--- config.mk ---
export PLATFORM = sky130hd
export DESIGN_NAME = uart_rx_tag
export DESIGN_NICKNAME = d
export VERILOG_FILES = /design/src/rtl/uart_rx_pkg.sv /design/src/rtl/uart_rx_sync.sv /design/src/rtl/uart_rx_framer.sv /design/src/rtl/uart_rx_queue.sv /design/src/rtl/uart_rx_tag.sv
export SDC_FILE = /design/constraint.sdc
export NUM_CORES = 1
export LEC_CHECK = 0
export ABC_AREA = 1
export BUFFER_PORTS_ARGS = -buffer_cell sky130_fd_sc_hd__buf_2
export CAP_MARGIN = 0
export CORE_MARGIN = 4
export CORE_UTILIZATION = 50
export CTS_CLUSTER_SIZE = 12
export DETAILED_ROUTE_END_ITERATION = 8
export PLACE_DENSITY = 0.72
export REMOVE_ABC_BUFFERS = 1
export SYNTH_ARGS = -nofsm -noshare
export SYNTH_HDL_FRONTEND = slang
export SYNTH_SLANG_ARGS = --single-unit
--- constraint.sdc ---
create_clock -name clk -period 3.1 [get_ports clk]
set_input_delay 0.465 -clock clk [delete_from_list [all_inputs] [get_ports clk]]
set_output_delay 0.465 -clock clk [all_outputs]
set_load 0.005 [all_outputs]
--- src/rtl/uart_rx_pkg.sv ---
package uart_rx_pkg;

  localparam int DATA_W = 8;

  typedef enum logic [2:0] {
    ST_IDLE,
    ST_START,
    ST_DATA,
    ST_PAR,
    ST_STOP,
    ST_STOP2,
    ST_BRKWAIT
  } rx_state_e;

  typedef struct packed {
    logic              brk;
    logic              par;
    logic              frm;
    logic [DATA_W-1:0] data;
  } rx_char_t;

endpackage

--- src/rtl/uart_rx_sync.sv ---
module uart_rx_sync #(
  parameter int STAGES = 2
) (
  input  logic clk,
  input  logic rst_n,
  input  logic din,
  output logic dout
);

  logic [STAGES-1:0] sh_q;
  logic [STAGES-1:0] sh_d;

  always_comb begin
    sh_d = {sh_q[STAGES-2:0], din};
  end

  always_ff @(posedge clk or negedge rst_n) begin
    if (!rst_n) sh_q <= '1;
    else        sh_q <= sh_d;
  end

  assign dout = sh_q[STAGES-1];

endmodule

--- src/rtl/uart_rx_framer.sv ---
module uart_rx_framer
  import uart_rx_pkg::*;
#(
  parameter int OSR = 16
) (
  input  logic       clk,
  input  logic       rst_n,
  input  logic       tick_i,
  input  logic       rxd_i,
  input  logic [1:0] wlen_i,
  input  logic       par_en_i,
  input  logic       par_even_i,
  input  logic       two_stop_i,
  output logic       push_o,
  output rx_char_t   char_o
);

  localparam int CW = $clog2(OSR);
  localparam logic [CW-1:0] MID  = CW'(OSR / 2 - 1);
  localparam logic [CW-1:0] LAST = CW'(OSR - 1);

  rx_state_e         state_q, state_d;
  logic [CW-1:0]     cnt_q, cnt_d;
  logic [2:0]        bit_q, bit_d;
  logic [DATA_W-1:0] data_q, data_d;
  logic              zero_q, zero_d;
  logic              pacc_q, pacc_d;
  logic              perr_q, perr_d;

  logic [2:0] last_bit;
  logic       sample;

  assign last_bit = {1'b0, wlen_i} + 3'd4;
  assign sample   = tick_i && (cnt_q == LAST);

  always_comb begin
    state_d = state_q;
    cnt_d   = cnt_q;
    bit_d   = bit_q;
    data_d  = data_q;
    zero_d  = zero_q;
    pacc_d  = pacc_q;
    perr_d  = perr_q;
    push_o  = 1'b0;
    char_o  = '0;

    if (tick_i && (state_q == ST_DATA || state_q == ST_PAR ||
                   state_q == ST_STOP || state_q == ST_STOP2)) begin
      cnt_d = sample ? '0 : cnt_q + 1'b1;
    end

    case (state_q)
      ST_IDLE: begin
        if (tick_i && !rxd_i) begin
          state_d = ST_START;
          cnt_d   = '0;
        end
      end
      ST_START: begin
        if (tick_i) begin
          if (cnt_q == MID) begin
            cnt_d = '0;
            if (!rxd_i) begin
              state_d = ST_DATA;
              bit_d   = '0;
              data_d  = '0;
              zero_d  = 1'b1;
              pacc_d  = 1'b0;
              perr_d  = 1'b0;
            end else begin
              state_d = ST_IDLE;
            end
          end else begin
            cnt_d = cnt_q + 1'b1;
          end
        end
      end
      ST_DATA: begin
        if (sample) begin
          data_d[bit_q] = rxd_i;
          zero_d        = zero_q & ~rxd_i;
          pacc_d        = pacc_q ^ rxd_i;
          if (bit_q == last_bit) state_d = par_en_i ? ST_PAR : ST_STOP;
          else                   bit_d   = bit_q + 1'b1;
        end
      end
      ST_PAR: begin
        if (sample) begin
          perr_d  = (pacc_q ^ rxd_i) ^ ~par_even_i;
          zero_d  = zero_q & ~rxd_i;
          state_d = ST_STOP;
        end
      end
      ST_STOP: begin
        if (sample) begin
          push_o = 1'b1;
          if (zero_q && !rxd_i) begin
            char_o.brk = 1'b1;
            state_d    = ST_BRKWAIT;
          end else begin
            char_o.data = data_q;
            char_o.par  = perr_q;
            char_o.frm  = ~rxd_i;
            state_d     = two_stop_i ? ST_STOP2 : ST_IDLE;
          end
        end
      end
      ST_STOP2: begin
        if (sample) state_d = ST_IDLE;
      end
      ST_BRKWAIT: begin
        if (rxd_i) state_d = ST_IDLE;
      end
      default: state_d = ST_IDLE;
    endcase
  end

  always_ff @(posedge clk or negedge rst_n) begin
    if (!rst_n) begin
      state_q <= ST_IDLE;
      cnt_q   <= '0;
      bit_q   <= '0;
      data_q  <= '0;
      zero_q  <= 1'b0;
      pacc_q  <= 1'b0;
      perr_q  <= 1'b0;
    end else begin
      state_q <= state_d;
      cnt_q   <= cnt_d;
      bit_q   <= bit_d;
      data_q  <= data_d;
      zero_q  <= zero_d;
      pacc_q  <= pacc_d;
      perr_q  <= perr_d;
    end
  end

  // a start that is high again at mid-bit falls back to idle
  a_r2_start_abort: assert property (@(posedge clk) disable iff (!rst_n)
    (state_q == ST_START && tick_i && cnt_q == MID && rxd_i) |=> state_q == ST_IDLE);

  // a stored break always enters the lock-out state
  a_r6_break_locks: assert property (@(posedge clk) disable iff (!rst_n)
    (push_o && char_o.brk) |=> state_q == ST_BRKWAIT);

  // nothing is stored while locked out
  a_r7_no_push_locked: assert property (@(posedge clk) disable iff (!rst_n)
    (state_q == ST_BRKWAIT) |-> !push_o);

  // the second stop bit time stores nothing
  a_r5_stop2_silent: assert property (@(posedge clk) disable iff (!rst_n)
    (state_q == ST_STOP2) |-> !push_o);

endmodule

--- src/rtl/uart_rx_queue.sv ---
module uart_rx_queue
  import uart_rx_pkg::*;
#(
  parameter int DEPTH = 16
) (
  input  logic     clk,
  input  logic     rst_n,
  input  logic     fifo_en_i,
  input  logic     push_i,
  input  rx_char_t char_i,
  input  logic     pop_i,
  input  logic     clr_i,
  output rx_char_t head_o,
  output logic     not_empty_o,
  output logic     overrun_o
);

  localparam int AW = (DEPTH > 1) ? $clog2(DEPTH) : 1;
  localparam int CW = $clog2(DEPTH + 1);
  localparam logic [AW-1:0] PTR_MAX = AW'(DEPTH - 1);
  localparam logic [CW-1:0] CNT_MAX = CW'(DEPTH);

  rx_char_t      mem_q [DEPTH];
  logic [AW-1:0] wp_q, wp_d, rp_q, rp_d;
  logic [CW-1:0] cnt_q, cnt_d;
  logic          ovr_q, ovr_d;

  logic full, do_push, do_pop, ovf_set, do_clr;

  always_comb begin
    full    = fifo_en_i ? (cnt_q == CNT_MAX) : (cnt_q != '0);
    do_push = push_i && !full;
    do_pop  = pop_i && (cnt_q != '0);
    ovf_set = push_i && full;
    do_clr  = clr_i && (cnt_q != '0);

    wp_d  = wp_q;
    rp_d  = rp_q;
    cnt_d = cnt_q;
    if (do_push) wp_d = (wp_q == PTR_MAX) ? '0 : wp_q + 1'b1;
    if (do_pop)  rp_d = (rp_q == PTR_MAX) ? '0 : rp_q + 1'b1;
    if (do_push && !do_pop)      cnt_d = cnt_q + 1'b1;
    else if (!do_push && do_pop) cnt_d = cnt_q - 1'b1;

    ovr_d = ovr_q;
    if (ovf_set)    ovr_d = 1'b1;
    else if (clr_i) ovr_d = 1'b0;
  end

  always_ff @(posedge clk or negedge rst_n) begin
    if (!rst_n) begin
      wp_q  <= '0;
      rp_q  <= '0;
      cnt_q <= '0;
      ovr_q <= 1'b0;
    end else begin
      wp_q  <= wp_d;
      rp_q  <= rp_d;
      cnt_q <= cnt_d;
      ovr_q <= ovr_d;
    end
  end

  always_ff @(posedge clk) begin
    if (do_push) mem_q[wp_q] <= char_i;
    if (do_clr) begin
      mem_q[rp_q].brk <= 1'b0;
      mem_q[rp_q].par <= 1'b0;
      mem_q[rp_q].frm <= 1'b0;
    end
  end

  assign not_empty_o = (cnt_q != '0);
  assign head_o      = not_empty_o ? mem_q[rp_q] : '0;
  assign overrun_o   = ovr_q;

  a_r9_no_overflow: assert property (@(posedge clk) disable iff (!rst_n)
    cnt_q <= CNT_MAX);

  // a push into a full queue changes nothing but the overrun flag
  a_r9_full_drop: assert property (@(posedge clk) disable iff (!rst_n)
    (push_i && full && !pop_i) |=> ($stable(cnt_q) && overrun_o));

  // clear wipes the head flags and the overrun flag
  a_r11_clear: assert property (@(posedge clk) disable iff (!rst_n)
    (clr_i && !pop_i && !ovf_set && cnt_q != '0) |=>
      (!head_o.brk && !head_o.par && !head_o.frm && !overrun_o));

  // a pop without a push lowers the count by one
  a_r12_pop: assert property (@(posedge clk) disable iff (!rst_n)
    (pop_i && !push_i && cnt_q != '0) |=> cnt_q == $past(cnt_q) - 1'b1);

endmodule

--- src/rtl/uart_rx_tag.sv ---
module uart_rx_tag
  import uart_rx_pkg::*;
#(
  parameter int DEPTH       = 16,
  parameter int OSR         = 16,
  parameter int SYNC_STAGES = 2
) (
  input  logic       clk,
  input  logic       rst_n,
  input  logic       os_tick,
  input  logic       rxd,
  input  logic [1:0] cfg_wlen,
  input  logic       cfg_par_en,
  input  logic       cfg_par_even,
  input  logic       cfg_two_stop,
  input  logic       cfg_fifo_en,
  input  logic       rd_pop,
  input  logic       sts_clr,
  output logic       rd_valid,
  output logic [7:0] rd_data,
  output logic       sts_break,
  output logic       sts_parity,
  output logic       sts_frame,
  output logic       sts_overrun
);

  logic     rxd_s;
  logic     push;
  rx_char_t rx_char;
  rx_char_t head;

  uart_rx_sync #(.STAGES(SYNC_STAGES)) u_sync (
    .clk  (clk),
    .rst_n(rst_n),
    .din  (rxd),
    .dout (rxd_s)
  );

  uart_rx_framer #(.OSR(OSR)) u_framer (
    .clk       (clk),
    .rst_n     (rst_n),
    .tick_i    (os_tick),
    .rxd_i     (rxd_s),
    .wlen_i    (cfg_wlen),
    .par_en_i  (cfg_par_en),
    .par_even_i(cfg_par_even),
    .two_stop_i(cfg_two_stop),
    .push_o    (push),
    .char_o    (rx_char)
  );

  uart_rx_queue #(.DEPTH(DEPTH)) u_queue (
    .clk        (clk),
    .rst_n      (rst_n),
    .fifo_en_i  (cfg_fifo_en),
    .push_i     (push),
    .char_i     (rx_char),
    .pop_i      (rd_pop),
    .clr_i      (sts_clr),
    .head_o     (head),
    .not_empty_o(rd_valid),
    .overrun_o  (sts_overrun)
  );

  assign rd_data    = head.data;
  assign sts_break  = head.brk;
  assign sts_parity = head.par;
  assign sts_frame  = head.frm;

endmodule

# Yosys cells after proc, flatten, opt, wreduce, memory -nomap -nowiden
# Memories as Yosys holds them, arrays and structs flattened.
# Cells that the tools add are included.
[word_totals]
mem_count = 1
inputBits = 12
mem_bits_rw = 176
ff_bits = 37
wordCells = 146
output_inout_bits = 13
[memory_table]
columns = ["memory", "depth", "width", "rd", "rd_clocked_by_memory_dff", "wr", "line", "source"]
rows = [
  ["u_queue.mem_q", 16, 11, 1, 0, 2, "uart_rx_queue.sv:23", "rx_char_t mem_q [DEPTH];"],
]
[op_classes]
bitwise = 5
addsub = 7
eq_ne = 24
reduce_logical = 31
muxes = 64
n_lt_le_gt_ge = 2
[ops]
columns = ["op", "n"]
rows = [
  ["$mux W3", 17],
  ["$mux W11", 3],
  ["$mux W8", 4],
  ["$mux W4", 7],
  ["$pmux W3 S7", 1],
  ["$mux W1", 20],
  ["$pmux W8 S2", 1],
  ["$reduce_and A5 Y1", 3],
  ["$ne A2 B1 Y1 const B", 7],
  ["$add A4 B1 Y4 const B", 3],
  ["$eq A4 B4 Y1 const B", 3],
  ["$logic_and A1 B1 Y1", 11],
  ["$mux W10", 1],
  ["$mux W5", 2],
  ["$ne A2 B2 Y1 const B", 5],
  ["$reduce_bool A2 Y1", 5],
  ["$eq A3 B3 Y1 const B", 3],
  ["$reduce_and A9 Y1", 1],
  ["$bwmux W8", 1],
  ["$pmux W4 S2", 1],
  ["$eq A3 B2 Y1 const B", 2],
  ["$pmux W1 S2", 3],
  ["$pmux W3 S2", 1],
  ["$reduce_and A6 Y1", 1],
  ["20 further kinds", 27],
]

# Longest topological paths before layout
[logic_depth]
word_depth = 9
ltp_mapped = 18
ltp_nobuf = 16

# Hierarchy
# A second synthesis with hierarchy kept.
[hier_totals]
cells_unflattened = 1478
hier_area_um2 = 11370.9
[by_module_without_submodules]
columns = ["mod", "cells_each", "area_per_inst_um2", "instances", "seq_area_each_um2"]
rows = [
  ["uart_rx_queue", 1233, 9703.1, 1, 5154.9],
  ["uart_rx_framer", 243, 1615.3, 1, 525.5],
  ["uart_rx_sync", 2, 52.6, 1, 52.6],
]

# Least setup slack after synthesis
# Ideal clock, no wire load.
[synth_path]
path_kind = "register -> register"
start = "register u_framer.cnt_q[0]"
end = "register u_queue.cnt_q[4]"
slack_ps = 709
t_arrival_ps = 2265
path_stages_with_launch = 17
synth_period_minus_slack_ps = 2391
path_cell_list = "dfrtp_1 ha_1 nand2_1 nor2_1 nand2_1 nor2_2 buf_2 ha_1 inv_1 ha_1 inv_1 o21ai_0 nand2_1 nand3b_1 nand2_1 nand2_1 o21ai_0"
[synth_between]
elab_chain_cells = 8
word_cells_on_any_way = 10
cone_classes = "1 x eq/ne; 3 x mux; 6 x reduce/logical"
[synth_lines]
columns = ["element", "line", "source"]
rows = [
  ["start: declaration", "uart_rx_framer.sv:23", "logic [CW-1:0] cnt_q, cnt_d;"],
  ["start signal: assignment", "uart_rx_framer.sv:129", "cnt_q <= cnt_d;"],
  ["$eq A4 B4 Y1 (*)", "uart_rx_framer.sv:34", "assign sample = tick_i && (cnt_q == LAST);"],
  ["$logic_and A1 B1 Y1 (*)", "uart_rx_framer.sv:34", ""],
  ["$mux W1 (*)", "uart_rx_framer.sv:95", "if (sample) begin"],
  ["$mux W1 (*)", "uart_rx_framer.sv:52", "case (state_q)"],
  ["$logic_and A1 B1 Y1 (*)", "uart_rx_queue.sv:32", "do_push = push_i && !full;"],
  ["named net u_queue.do_push", "uart_rx_queue.sv:28", "logic full, do_push, do_pop, ovf_set, do_clr;"],
  ["$logic_not A1 Y1", "uart_rx_queue.sv:43", "else if (!do_push && do_pop) cnt_d = cnt_q - 1'b1;"],
  ["$logic_and A1 B1 Y1", "uart_rx_queue.sv:43", ""],
  ["$reduce_bool A2 Y1 (no source line)", "n/a", ""],
  ["end signal: assignment", "uart_rx_queue.sv:59", "cnt_q <= cnt_d;"],
  ["end: declaration", "uart_rx_queue.sv:25", "logic [CW-1:0] cnt_q, cnt_d;"],
]
# The timed path passes the listed nets; every way through them passes the cells marked *.
# A chain may end at the register's enable or synchronous reset.

# Worst setup path in the final report
[layout_path]
start = "register u_queue.rp_q[1]"
end = "output port sts_frame"
[layout_between]
elab_chain_cells = 2
[layout_lines]
columns = ["element", "line", "source"]
rows = [
  ["start: declaration", "uart_rx_queue.sv:24", "logic [AW-1:0] wp_q, wp_d, rp_q, rp_d;"],
  ["start signal: assignment", "uart_rx_queue.sv:58", "rp_q <= rp_d;"],
  ["$mem_v2 Z16 W11", "n/a", ""],
  ["$mux W11", "uart_rx_queue.sv:74", "assign head_o = not_empty_o ? mem_q[rp_q] : '0;"],
  ["end: declaration", "uart_rx_tag.sv:23", "output logic sts_frame,"],
]
# No other way between the ends.

==> impl_metrics.json <==
{
  "irDropWorstVdd_mv": 0.610,
  "layout_setup_ws_ps": 238,
  "ys_warn_count": 0,
  "yosys-top-cells-count": "437 x nand2_1, 168 x nor2_1, 128 x edfxtp_1, 87 x nand3_1",
  "firstDrtPassIters": 5,
  "ys_top_cells_by_area": "edfxtp_1 37%, nand2_1 16%, dfxtp_1 9.3%",
  "rsz0062_at_grt": "false",
  "area_delta_synth_final_pct": 11.3,
  "wirelength_um": 24900,
  "start_kind": "flop",
  "worst_clock_skew_ps": 7.08,
  "viasPerCell": 5.30,
  "fin_tns_setup_ps": 0,
  "cp_num_cells": 9,
  "p_total_mw": 9.02,
  "r2r_slack_ps": 570,
  "ant_nets": 0,
  "period_needed_ps": 2860,
  "antenna_found_initial": 0,
  "place.gp.congestion": 0.877,
  "ys_seq_area_share_pct": 55.7,
  "critical_path_arrival_ps": 2400,
  "worst-path-max-fanout": 18,
  "cts_sinks": 213,
  "drtIter0Drc": 638,
  "async_flop_share_pct": 17.4,
  "avgSynthCellArea_um2": 8.23,
  "drc": 0,
  "dp_hpwl_um": 16200,
  "power_leakage_nw": 4.95,
  "synth_cell_types": 35,
  "netlist_instances": 1250,
  "crit_end": "sts_frame",
  "crit_family": "buffers and inverters",
  "reg2reg_depth": 8,
  "ys_ff_latch": 213,
  "critPathBufInv": 3,
  "finalMaxSlewViolations": 0,
  "crit_start": "u_queue.rp_q[1]",
  "grt_pass1_vias": 7921,
  "cts_inserted_buffers": 23,
  "hold_viol": 0,
  "grt_use_total_pct": 22.2,
  "path_class": "reg2out",
  "cts_max_path_buffers": 3,
  "status": "finished, final reports clean",
  "fin_crit_sh_pct": 92.3,
  "cts_tree": "yes",
  "r2r_end": "u_queue.mem_q[12][3]",
  "grt_pass1_wl_um": 40800,
  "dieArea_um2": 22900,
  "nets": 1309,
  "postCtsHoldBufs": 0,
  "io_buffers": 24,
  "p_per_area_nw_per_um2": 787,
  "grt_max_degree": 59,
  "vias": 8293,
  "post_drt_wl_per_cell_um": 15.9,
  "htreeDepth": 1,
  "worst_pin_slew_ps": 894,
  "ys.flop_type": "edfxtp_1",
  "synth_area_um2": 10300,
  "synth_edf_count": 128,
  "std_cell_rows": 52,
  "synth_most_common_cell": "nand2_1",
  "grt.overflow.total": 0,
  "core_um2": 20200,
  "max_freq_mhz": 349,
  "synth_top_area_share_pct": 37.4,
  "initial_utilization_pct": 50.8,
  "finalSetupViolCount": 0,
  "final_layout_size_suffix_gt1_share_pct": 8.35,
  "r2r_start": "u_framer.cnt_q[0]",
  "postCtsSetupRepairBufs": 0,
  "endpoint_kind": "output port",
  "ios": 25,
  "slew_headroom_pct": 40.4,
  "clkTransAtPathRegs_ps": 60,
  "slowest_delay_ps": 430,
  "cpMaxStageDelayCell": "inv_1",
  "crit_chain": "inv_1, buf_4, o21ai_0, o21ai_0, nand2_1, nand2_1, nor2_1, nor2_1, buf_2",
  "hold_path_class": "in2reg",
  "dpl_worst_slack_ps": 545,
  "root_buffer": "clkbuf_16",
  "clock_latency_ps": 500,
  "cp.required_ps": 2630,
  "max_cap_viol_count": 0,
  "die_h_um": 151,
  "die_w_um": 151,
  "n_antenna_cell": 0,
  "yosys.area.top_type": "edfxtp_1"
}
-- layer usage --
layer | track usage (%) | vias to the layer above | part of all wire (%)
li1 | - | 4123 | -
met1 | 30.7 | 3806 | 43
met2 | 36.9 | 319 | 47
met3 | 2.84 | 45 | 7.4
met4 | 6.48 | 0 | 2.4
met5 | 0 | - | 0
-- final cells by class --
class                      instances  area (um^2)
inverter                          87          328
tap                              270          338
multi-input combinational        897         3990
fill                            1773         8780
sequential                       213         5740
timing repair buffer              59          412
clock buffer                      29          608
clock inverter                     9         43.8
-- worst reg2reg max path, delay by kind of cell (launching register included) --
| kind | cells | cell delay (ps) |
|---|---|---|
| fa+ha+maj | 1 | 180 |
| buf+inv | 1 | 270 |
| flops | 1 | 380 |
| simple gates | 6 | 1340 |
-- report_power, final --
part / total [mW] / switching, mW / internal, mW
Sequential: 3.33 / 0.190 / 3.14
Combinational: 3.26 / 2.24 / 1.02
Clock: 2.43 / 1.05 / 1.38
Total: 9.02 / 3.48 / 5.53
-- cell usage in the layout (no fill, tap or decap), drive strengths merged, types with 19 or more instances in the layout --
master and count:
edfxtp 128, nand4 19, dfrtp 35, o21ai 90, nand3 89, dfxtp 48
nand2 440, a21oi 45, clkbuf 29, inv 87, buf 59, nor2 172
-- sequential cells by signal (all words and copies together) (netlist names) --
register and count:
u_queue.mem_q 176, u_framer.data_q 8, u_queue.cnt_q 5, u_framer.cnt_q 4
u_queue.rp_q 4, u_queue.wp_q 4, u_framer.bit_q 3, u_framer.state_q 3
u_sync.sh_q 2, u_framer.pacc_q 1, u_framer.perr_q 1, u_framer.zero_q 1
u_queue.overrun_o 1
-- logic make-up (layout without fill, tap and decap cells) --
family                     count (synthesis)  after routing  synth area share (%)
AOI/OAI and AO/OA                        137            137                  6.73
and+or+nand+nor                          733            733                  29.0
adders and majority gates                 16             16                  2.02
DFF                                      213            213                  55.7
buffers and inverters                    140            184                  5.57
xor gates and xnor gates                  11             11                 0.936
-- per-stage QoR --
| stage | instance area [um^2] | hold slack [ps] | cells | utilization [%] |
|---|---|---|---|---|
| after floorplan | 10000 | 169 | 1197 | - |
| after global placement | 10800 | 346 | 1526 | 53.3 |
| after detailed placement | 10800 | 350 | 1526 | 53.3 |
| after CTS | 11400 | 45.0 | 1564 | 56.6 |
| after global routing | 11400 | 53.5 | 1564 | 56.6 |
| final | 11400 | 62.5 | 1564 | 56.6 |
-- what timing repair did --
| item | 4_1_cts | 5_1_grt |
|---|---|---|
| gates resized for setup | 0 | 1 |
| setup endpoints to repair | 0 | 1 |
| hold endpoints to repair | 0 | 0 |
-- worst min-delay path by stage --
stage	to	slack (ps)	cells after the start	startpoint
final	u_sync.sh_q[0]	60	1	rxd
after global routing	u_sync.sh_q[0]	50	1	rxd
after CTS	u_sync.sh_q[0]	40	1	rxd
after detailed placement	u_sync.sh_q[1]	350	0	u_sync.sh_q[0]
after global placement	u_sync.sh_q[1]	350	0	u_sync.sh_q[0]
after floorplan	u_framer.bit_q[0]	170	0	rst_n
(Power assumes the default switching activity.)
